$ cat src/rtl/shaper_elig_sel.sv
module shaper_elig_sel #(
  parameter int NCOL  = 8,
  parameter int DEPTH = 4,
  parameter int FW    = 8,
  parameter int SW    = 4,
  localparam int CW   = $clog2(NCOL),
  localparam int IW   = (DEPTH > 1) ? $clog2(DEPTH) : 1
) (
  input  logic          clk,
  input  logic          rst_n,
  input  logic          slot_start,
  input  logic [CW-1:0] vt_col,
  input  logic [CW-1:0] sent_col,
  input  logic          ins_valid,
  output logic          ins_ready,
  input  logic [CW-1:0] ins_col,
  input  logic [FW-1:0] ins_fin,
  input  logic [SW-1:0] ins_sid,
  output logic          out_valid,
  input  logic          out_ready,
  output logic [FW-1:0] out_fin,
  output logic [SW-1:0] out_sid,
  output logic          out_from_b,
  output logic          slot_done
);

  typedef enum logic [1:0] {S_IDLE, S_A, S_B, S_DONE} st_t;

  st_t           st;
  logic [CW-1:0] va_q, vb_q;
  logic [DEPTH-1:0] vld   [NCOL];
  logic [FW-1:0]    fin_m [NCOL][DEPTH];
  logic [SW-1:0]    sid_m [NCOL][DEPTH];

  logic [CW-1:0]    cur;
  logic             hit;
  logic [IW-1:0]    best_i;
  logic [FW+SW-1:0] best_key;
  logic             has_free;
  logic [IW-1:0]    free_i;
  logic             skip_b;
  logic             fire, ins_fire;

  assign cur        = (st == S_B) ? vb_q : va_q;
  assign skip_b     = (vb_q == va_q);
  assign out_from_b = (st == S_B);
  assign out_valid  = hit && ((st == S_A) || (st == S_B && !skip_b));
  assign out_fin    = best_key[FW+SW-1:SW];
  assign out_sid    = best_key[SW-1:0];
  assign slot_done  = (st == S_DONE);
  assign ins_ready  = (st == S_IDLE) && has_free;
  assign fire       = out_valid && out_ready;
  assign ins_fire   = ins_valid && ins_ready;

  always_comb begin
    hit      = 1'b0;
    best_i   = '0;
    best_key = '1;
    for (int i = 0; i < DEPTH; i++) begin
      if (vld[cur][i] && (!hit || {fin_m[cur][i], sid_m[cur][i]} < best_key)) begin
        hit      = 1'b1;
        best_i   = IW'(i);
        best_key = {fin_m[cur][i], sid_m[cur][i]};
      end
    end
  end

  always_comb begin
    has_free = 1'b0;
    free_i   = '0;
    for (int i = DEPTH - 1; i >= 0; i--) begin
      if (!vld[ins_col][i]) begin
        has_free = 1'b1;
        free_i   = IW'(i);
      end
    end
  end

  always_ff @(posedge clk or negedge rst_n) begin
    if (!rst_n) begin
      st   <= S_IDLE;
      va_q <= '0;
      vb_q <= '0;
    end else begin
      case (st)
        S_IDLE: if (slot_start) begin
          va_q <= vt_col;
          vb_q <= sent_col;
          st   <= S_A;
        end
        S_A:    if (!hit || out_ready) st <= S_B;
        S_B:    if (!hit || skip_b || out_ready) st <= S_DONE;
        default: st <= S_IDLE;
      endcase
    end
  end

  always_ff @(posedge clk or negedge rst_n) begin
    if (!rst_n) begin
      for (int c = 0; c < NCOL; c++) vld[c] <= '0;
    end else if (fire) begin
      vld[cur][best_i] <= 1'b0;
    end else if (ins_fire) begin
      vld[ins_col][free_i] <= 1'b1;
    end
  end

  always_ff @(posedge clk) begin
    if (ins_fire) begin
      fin_m[ins_col][free_i] <= ins_fin;
      sid_m[ins_col][free_i] <= ins_sid;
    end
  end

  logic [1:0] xcnt;
  always_ff @(posedge clk or negedge rst_n) begin
    if (!rst_n)             xcnt <= '0;
    else if (st == S_IDLE)  xcnt <= '0;
    else if (fire)          xcnt <= xcnt + 2'd1;
  end

  a_r9_hold_offer: assert property (@(posedge clk) disable iff (!rst_n)
    out_valid && !out_ready |=> out_valid && $stable(out_fin) && $stable(out_sid) && $stable(out_from_b));
  a_r5_done_pulse: assert property (@(posedge clk) disable iff (!rst_n)
    slot_done |=> !slot_done);
  a_r5_done_quiet: assert property (@(posedge clk) disable iff (!rst_n)
    slot_done |-> !out_valid);
  a_r5_max_two: assert property (@(posedge clk) disable iff (!rst_n)
    fire |-> xcnt < 2'd2);
  a_r2_no_ins_busy: assert property (@(posedge clk) disable iff (!rst_n)
    out_valid |-> !ins_ready);
  a_r6_same_col: assert property (@(posedge clk) disable iff (!rst_n)
    out_valid && out_from_b |-> vb_q != va_q);

endmodule

$ cat config.mk
export PLATFORM = sky130hd
export DESIGN_NAME = shaper_elig_sel
export DESIGN_NICKNAME = d
export VERILOG_FILES = /design/src/rtl/shaper_elig_sel.sv
export SDC_FILE = /design/constraint.sdc
export NUM_CORES = 1
export LEC_CHECK = 0
export ABC_CLOCK_PERIOD_IN_PS = 10080
export BUFFER_PORTS_ARGS = -buffer_cell sky130_fd_sc_hd__buf_4
export CAP_MARGIN = 15
export CORE_MARGIN = 2
export CORE_UTILIZATION = 62
export DETAILED_ROUTE_END_ITERATION = 8
export PLACE_DENSITY = 0.78
export SLEW_MARGIN = 10
export SYNTH_ARGS = -nofsm -noshare
export SYNTH_HDL_FRONTEND = slang
export SYNTH_SLANG_ARGS = --single-unit
$ cat constraint.sdc
create_clock -name clk -period 10.08 [get_ports clk]
set_input_delay 1.008 -clock clk [delete_from_list [all_inputs] [get_ports clk]]
set_output_delay 1.008 -clock clk [all_outputs]
set_load 0.02 [all_outputs]
==> results of run 1 <==
-- stage by stage --
step           setup slack (ps)  hold slack [ps]  setup TNS (ps)  instances  cell area, um2
5_1_grt                   -77.7              473            -576       1805           21300
3_3_place_gp                176              502               0       1688           19400
4_1_cts                    32.8              448               0       1772           20900
2_1_floorplan               484              469               0       1250           18300
6_report                    231              437               0       1805           21300
3_5_place_dp              -7.37              505           -7.37       1688           19400
-- layout make-up --
cell class                 count  area, um2  area share
sequential                   424      12500       0.588
inverter                      39        146     0.00687
tap                          384        480      0.0226
clock buffer                  53       1110      0.0523
clock inverter                23        215      0.0101
multi-input combinational    726       5570       0.261
timing repair buffer         156       1240      0.0583
-- timing repair --
item,CTS,global route
buffers inserted,8,30
resized for setup,12,38
endpoints found under the setup margin,12,12
pin swaps,4,17
endpoints found under the hold margin,0,0
gates cloned,0,1
-- cells in the mapped netlist (10+ instances only) --
library cell | number | share of area
nor3_1 | 27 | 0.0074
a21oi_1 | 52 | 0.014
inv_1 | 39 | 0.0080
mux2_2 | 17 | 0.010
ha_1 | 37 | 0.025
a22oi_1 | 66 | 0.027
buf_1 | 11 | 0.0023
nand4_1 | 12 | 0.0041
dfrtp_1 | 40 | 0.055
o21ai_0 | 14 | 0.0038
clkbuf_1 | 29 | 0.0060
o22ai_1 | 17 | 0.0058
mux2i_1 | 43 | 0.024
a22o_1 | 61 | 0.029
nor4_1 | 12 | 0.0041
nand3_1 | 28 | 0.0077
a21o_1 | 11 | 0.0045
edfxtp_1 | 384 | 0.63
nor2_1 | 72 | 0.015
a221oi_1 | 10 | 0.0048
nand2_1 | 95 | 0.020
-- worst max-delay path: cells and delay by family, from the launching register on --
kind,cells,cell delay (ps)
AOI/OAI and AO/OA,11,2470
muxes,4,1200
and+or+nand+nor,10,2220
buffers and inverters,7,960
adders and majority gates,4,1010
DFF,1,410
-- worst paths after layout --
| kind | from | to | slack, ps | depth (start not counted) |
|---|---|---|---|---|
| max reg2reg | st[0] | vld[4] | 1330 | 38 |
| min | rst_n | vb_q[1] | 440 | 1 |
| max | st[0] | out_sid[0] | 230 | 36 |
| min in group clk | vld[27] | vld[27] | 530 | 1 |
| max in group asynchronous | rst_n | vld[27] | 9270 | 1 |
| min reg2reg | vld[27] | vld[27] | 530 | 1 |
-- metal layers --
layer	track usage	vias to the layer above
met4	0.119	0
met3	0.0584	141
met5	0	-
li1	-	5235
met1	0.449	6072
met2	0.531	966
-- cell families (layout without fill, tap and decap cells) --
group | Yosys count | count (layout) | share of synthesized area
buffers and inverters | 101 | 271 | 0.0254
xor gates and xnor gates | 3 | 3 | 0.00144
adders and majority gates | 37 | 37 | 0.0253
muxes | 75 | 75 | 0.0486
and+or+nand+nor | 296 | 297 | 0.0773
DFF | 424 | 424 | 0.686
AOI/OAI and AO/OA | 314 | 314 | 0.136
-- registers in the layout (all words and copies together) (netlist names) --
register  count
fin_m       256
sid_m       128
vld          32
va_q          3
vb_q          3
st            2
-- layout by cell type, fill, tap and decap left out, types with 11 or more instances in the layout --
master,instances
a21o_1,11
a21oi_1,49
a22o_1,61
a22oi_1,66
buf_4,145
clkbuf_16,43
clkinv_1,12
dfrtp_1,40
edfxtp_1,384
ha_1,36
inv_1,38
mux2_2,16
mux2i_1,37
nand2_1,92
nand3_1,28
nand4_1,12
nor2_1,63
nor3_1,22
nor4_1,11
o21ai_0,13
o22ai_1,17
==> run metrics, run 1 <==
Post-Syn Area about 18000 um2; Final nets between 1000 and 1500; critical path class reg2out; vias per cell slightly below 7; initial antenna violation count 0; slowest CP cell dfrtp_1; slowest stage delay, CP ~410 ps; worst path required time about 9000 ps; Yosys reg bits ~420; Post-synth EDFFs approximately 380; Die X ~180 um; clk_skew 21.8 ps; layout cells sized above 1 0.218; Post-Synthesis Cells between 1000 and 1500; CP dominant cell by count buf_4; Final Max Slew Viols 0; max layer used met4; worst skew pair latency between 500 and 600 ps; Yosys warning total 0; antenna diode count 0; DP HPWL approximately 32000 um; DRC viols 0; clock transition at the registers of the reported paths roughly 60 ps; met2 WL post-DR around 24000 um; crit end category primary output; first-pass GRT wire length ~74000 um; Sink Count 424; FP Rows 62; initial core utilization 0.633; Max Freq about 100 MHz; Initial DRC Count ~1800; status finished clean; worst-path maximum fanout 8; Final Util 0.738; Syn Area/Cell approximately 15 um2; Critical Path AT just under 9000 ps; crit share post-route 0.977; Area Overhead vs Synth 16.6%; type of the worst min-delay path in2async; Most used DFF post-synth edfxtp_1; Worst setup SP type register; min Tclk post-route a little under 10000 ps; drt pass-1 iters 7; TritonCTS Buffers 43; Slew @ Worst Pin between 1000 and 1500 ps; vias in the first global route roughly 12000; pin count of the biggest net entering global routing between 40 and 50; Hold Buf Count CTS 0; DR WL/cell approximately 28 um; sequential area share after synthesis 0.686; Port Buffers 41; via count of the routed design around 12000; fill count between 1500 and 2000; synth unique cells 82; die area slightly above 30000 um2; post-route ant nets 0; Final Setup Violations 0; Top Ports 42; DRT met1 WL 18900 um; CTS tree done; core area 28900 um2; Root Buffer clkbuf_16; H-tree level count 2; Tot GR Track Use 0.327; Net Count, Synth 1313; Overflow after GRT 0; GP Congestion approximately 1; Final Hold Fails 0; Clock Path Buffers 3; Rel. slew slack 0.216; met3 wire len around 5700 um; reported max-cap violation count 0; Synth async-reset ratio 0.0943; Post-Route WL ~50000 um; die height ~180 um
Power of run 1 is not shown: default switching activity piles up to over one toggle a cycle in this logic, so the estimate is an artifact.
==> run 2: changes to the inputs <==
BUFFER_PORTS_ARGS = -buffer_cell sky130_fd_sc_hd__buf_2   (was -buffer_cell sky130_fd_sc_hd__buf_4)
==> run 2 against run 1 <==
Net effect: final area increased by 0.68%; clock-buffer cell count increased by 2; utilization increased by 0.50 points; non-clock buffer count increased by 12; wire length about the same; register-to-register slack got worse by 240 ps; first-iteration DRC count increased by 2.8%; sequential share of layout area decreased by 0.40 points; critical path type unchanged; largest cell class unchanged.
==> run metrics, run 2 (synthesis gave the netlist of run 1 again) <==
crit end category primary output; CP bufs+invs 10; max FFs per register around 260; vias in the first global route 12096; die area around 31000 um2; final setup TNS 0 ps; clock transition at the registers of the reported paths roughly 60 ps; layout cells sized above 1 0.237; WHS about 530 ps; fill count between 1500 and 2000; area of the multi-input gates 5620 um2; DRC viols 0; Root Buffer clkbuf_16; worst skew pair latency 550 ps; CP dominant cell by count buf_4; post-route ant nets 0; Critical Path AT about 8900 ps; CP top delay family compound AO/OA/AOI/OAI gates; Post-DP Area about 19000 um2; Final Setup Violations 0; slowest stage delay, CP 450 ps; min Tclk post-route around 9900 ps; Max Freq between 100 and 150 MHz; Die X roughly 180 um; Post-Route WL slightly above 50000 um; Sink Count approximately 420; Overflow after GRT 0; worst-path maximum fanout 8; CTS tree done; drt pass-1 iters 6; reported max-cap violation count 0; DRT met1 WL approximately 19000 um; Largest regs fin_m (256), sid_m (128), vld (32); met2 WL post-DR between 20000 and 25000 um; Final Hold Fails 0; Area Overhead vs Synth 17.4%; critical path class reg2out; crit share post-route 0.985; initial antenna violation count 0; Final Max Slew Viols 0; fin area roughly 21000 um2; Clock Path Buffers 3; FF/Latch Area roughly 13000 um2; Most flops, register fin_m; worst path required time around 9100 ps; DP HPWL around 31000 um; final worst slack approximately 150 ps; via count of the routed design between 10000 and 15000; Slew @ Worst Pin approximately 940 ps; Top Ports 42; clk_skew around 19 ps; met3 wire len around 5700 um; first-pass GRT wire length 73500 um; Initial DRC Count roughly 1800; GP Congestion ~0.95; antenna diode count 0; pin count of the biggest net entering global routing between 40 and 50; Rel. slew slack 0.377; vias per cell ~7; core area about 29000 um2; commonest non-fill, non-tap cells in the layout edfxtp_1 (384), buf_4 (115), nand2_1 (91); Port Buffers 41; H-tree level count 2; type of the worst min-delay path reg2reg; die height approximately 180 um; commonest non-fill, non-tap cell in the layout edfxtp_1; max layer used met4; status finished clean; initial core utilization 0.633; Worst setup SP type register; FP Rows 62; Hold Buf Count CTS 0; TritonCTS Buffers 43; slowest CP cell a211oi_1; Final nets 1468; Tot GR Track Use 0.320; DR WL/cell 27.7 um; dpl ws around 48 ps
==> run 2: worst paths after layout <==
| kind | cells past startpoint | startpoint | end | slack [ps] |
|---|---|---|---|---|
| max | 38 | st[0] | out_sid[3] | 150 |
| min | 1 | vld[23] | vld[23] | 530 |
| max reg2reg | 41 | st[0] | vld[20] | 1090 |
| min reg2reg | 1 | vld[23] | vld[23] | 530 |
| max in group asynchronous | 1 | rst_n | vld[31] | 8880 |
| min in group asynchronous | 1 | rst_n | vb_q[1] | 610 |
==> run 2: per-layer routing <==
metal | global-route usage | vias up
li1 | - | 5258
met1 | 0.439 | 6204
met2 | 0.508 | 898
met3 | 0.0597 | 170
met4 | 0.141 | 0
met5 | 0 | -
==> run 2: worst reg2reg max path: cells and delay by family (launching register included) <==
kind,cells,cell delay (ps)
adder cells (fa/ha/maj),4,1080
AND/OR/NAND/NOR,7,1260
multiplexers,3,1070
flip-flops,1,400
buffers and inverters,11,1720
AO/OA/AOI/OAI,16,3310
==> run 2: stage by stage <==
stage / util / std cells
3_5_place_dp: 0.669 / 1691
4_1_cts: 0.723 / 1776
5_1_grt: 0.743 / 1821
3_3_place_gp: 0.669 / 1690
6_report: 0.743 / 1821
2_1_floorplan: - / 1250
==> run 2: layout make-up <==
cell class | instances | share of cell area
sequential | 424 | 0.584
multi-input combinational | 729 | 0.262
timing repair buffer | 168 | 0.0585
inverter | 39 | 0.00683
tap | 384 | 0.0224
clock inverter | 22 | 0.0106
clock buffer | 55 | 0.0552
==> run 2: timing repair <==
item	in CTS	in global routing
buffers inserted	7	37
cloned	1	5
endpoints found under the setup margin	12	12
gates resized for setup	20	37
pin swaps	3	18
Power of run 2 is left out for the same reason.
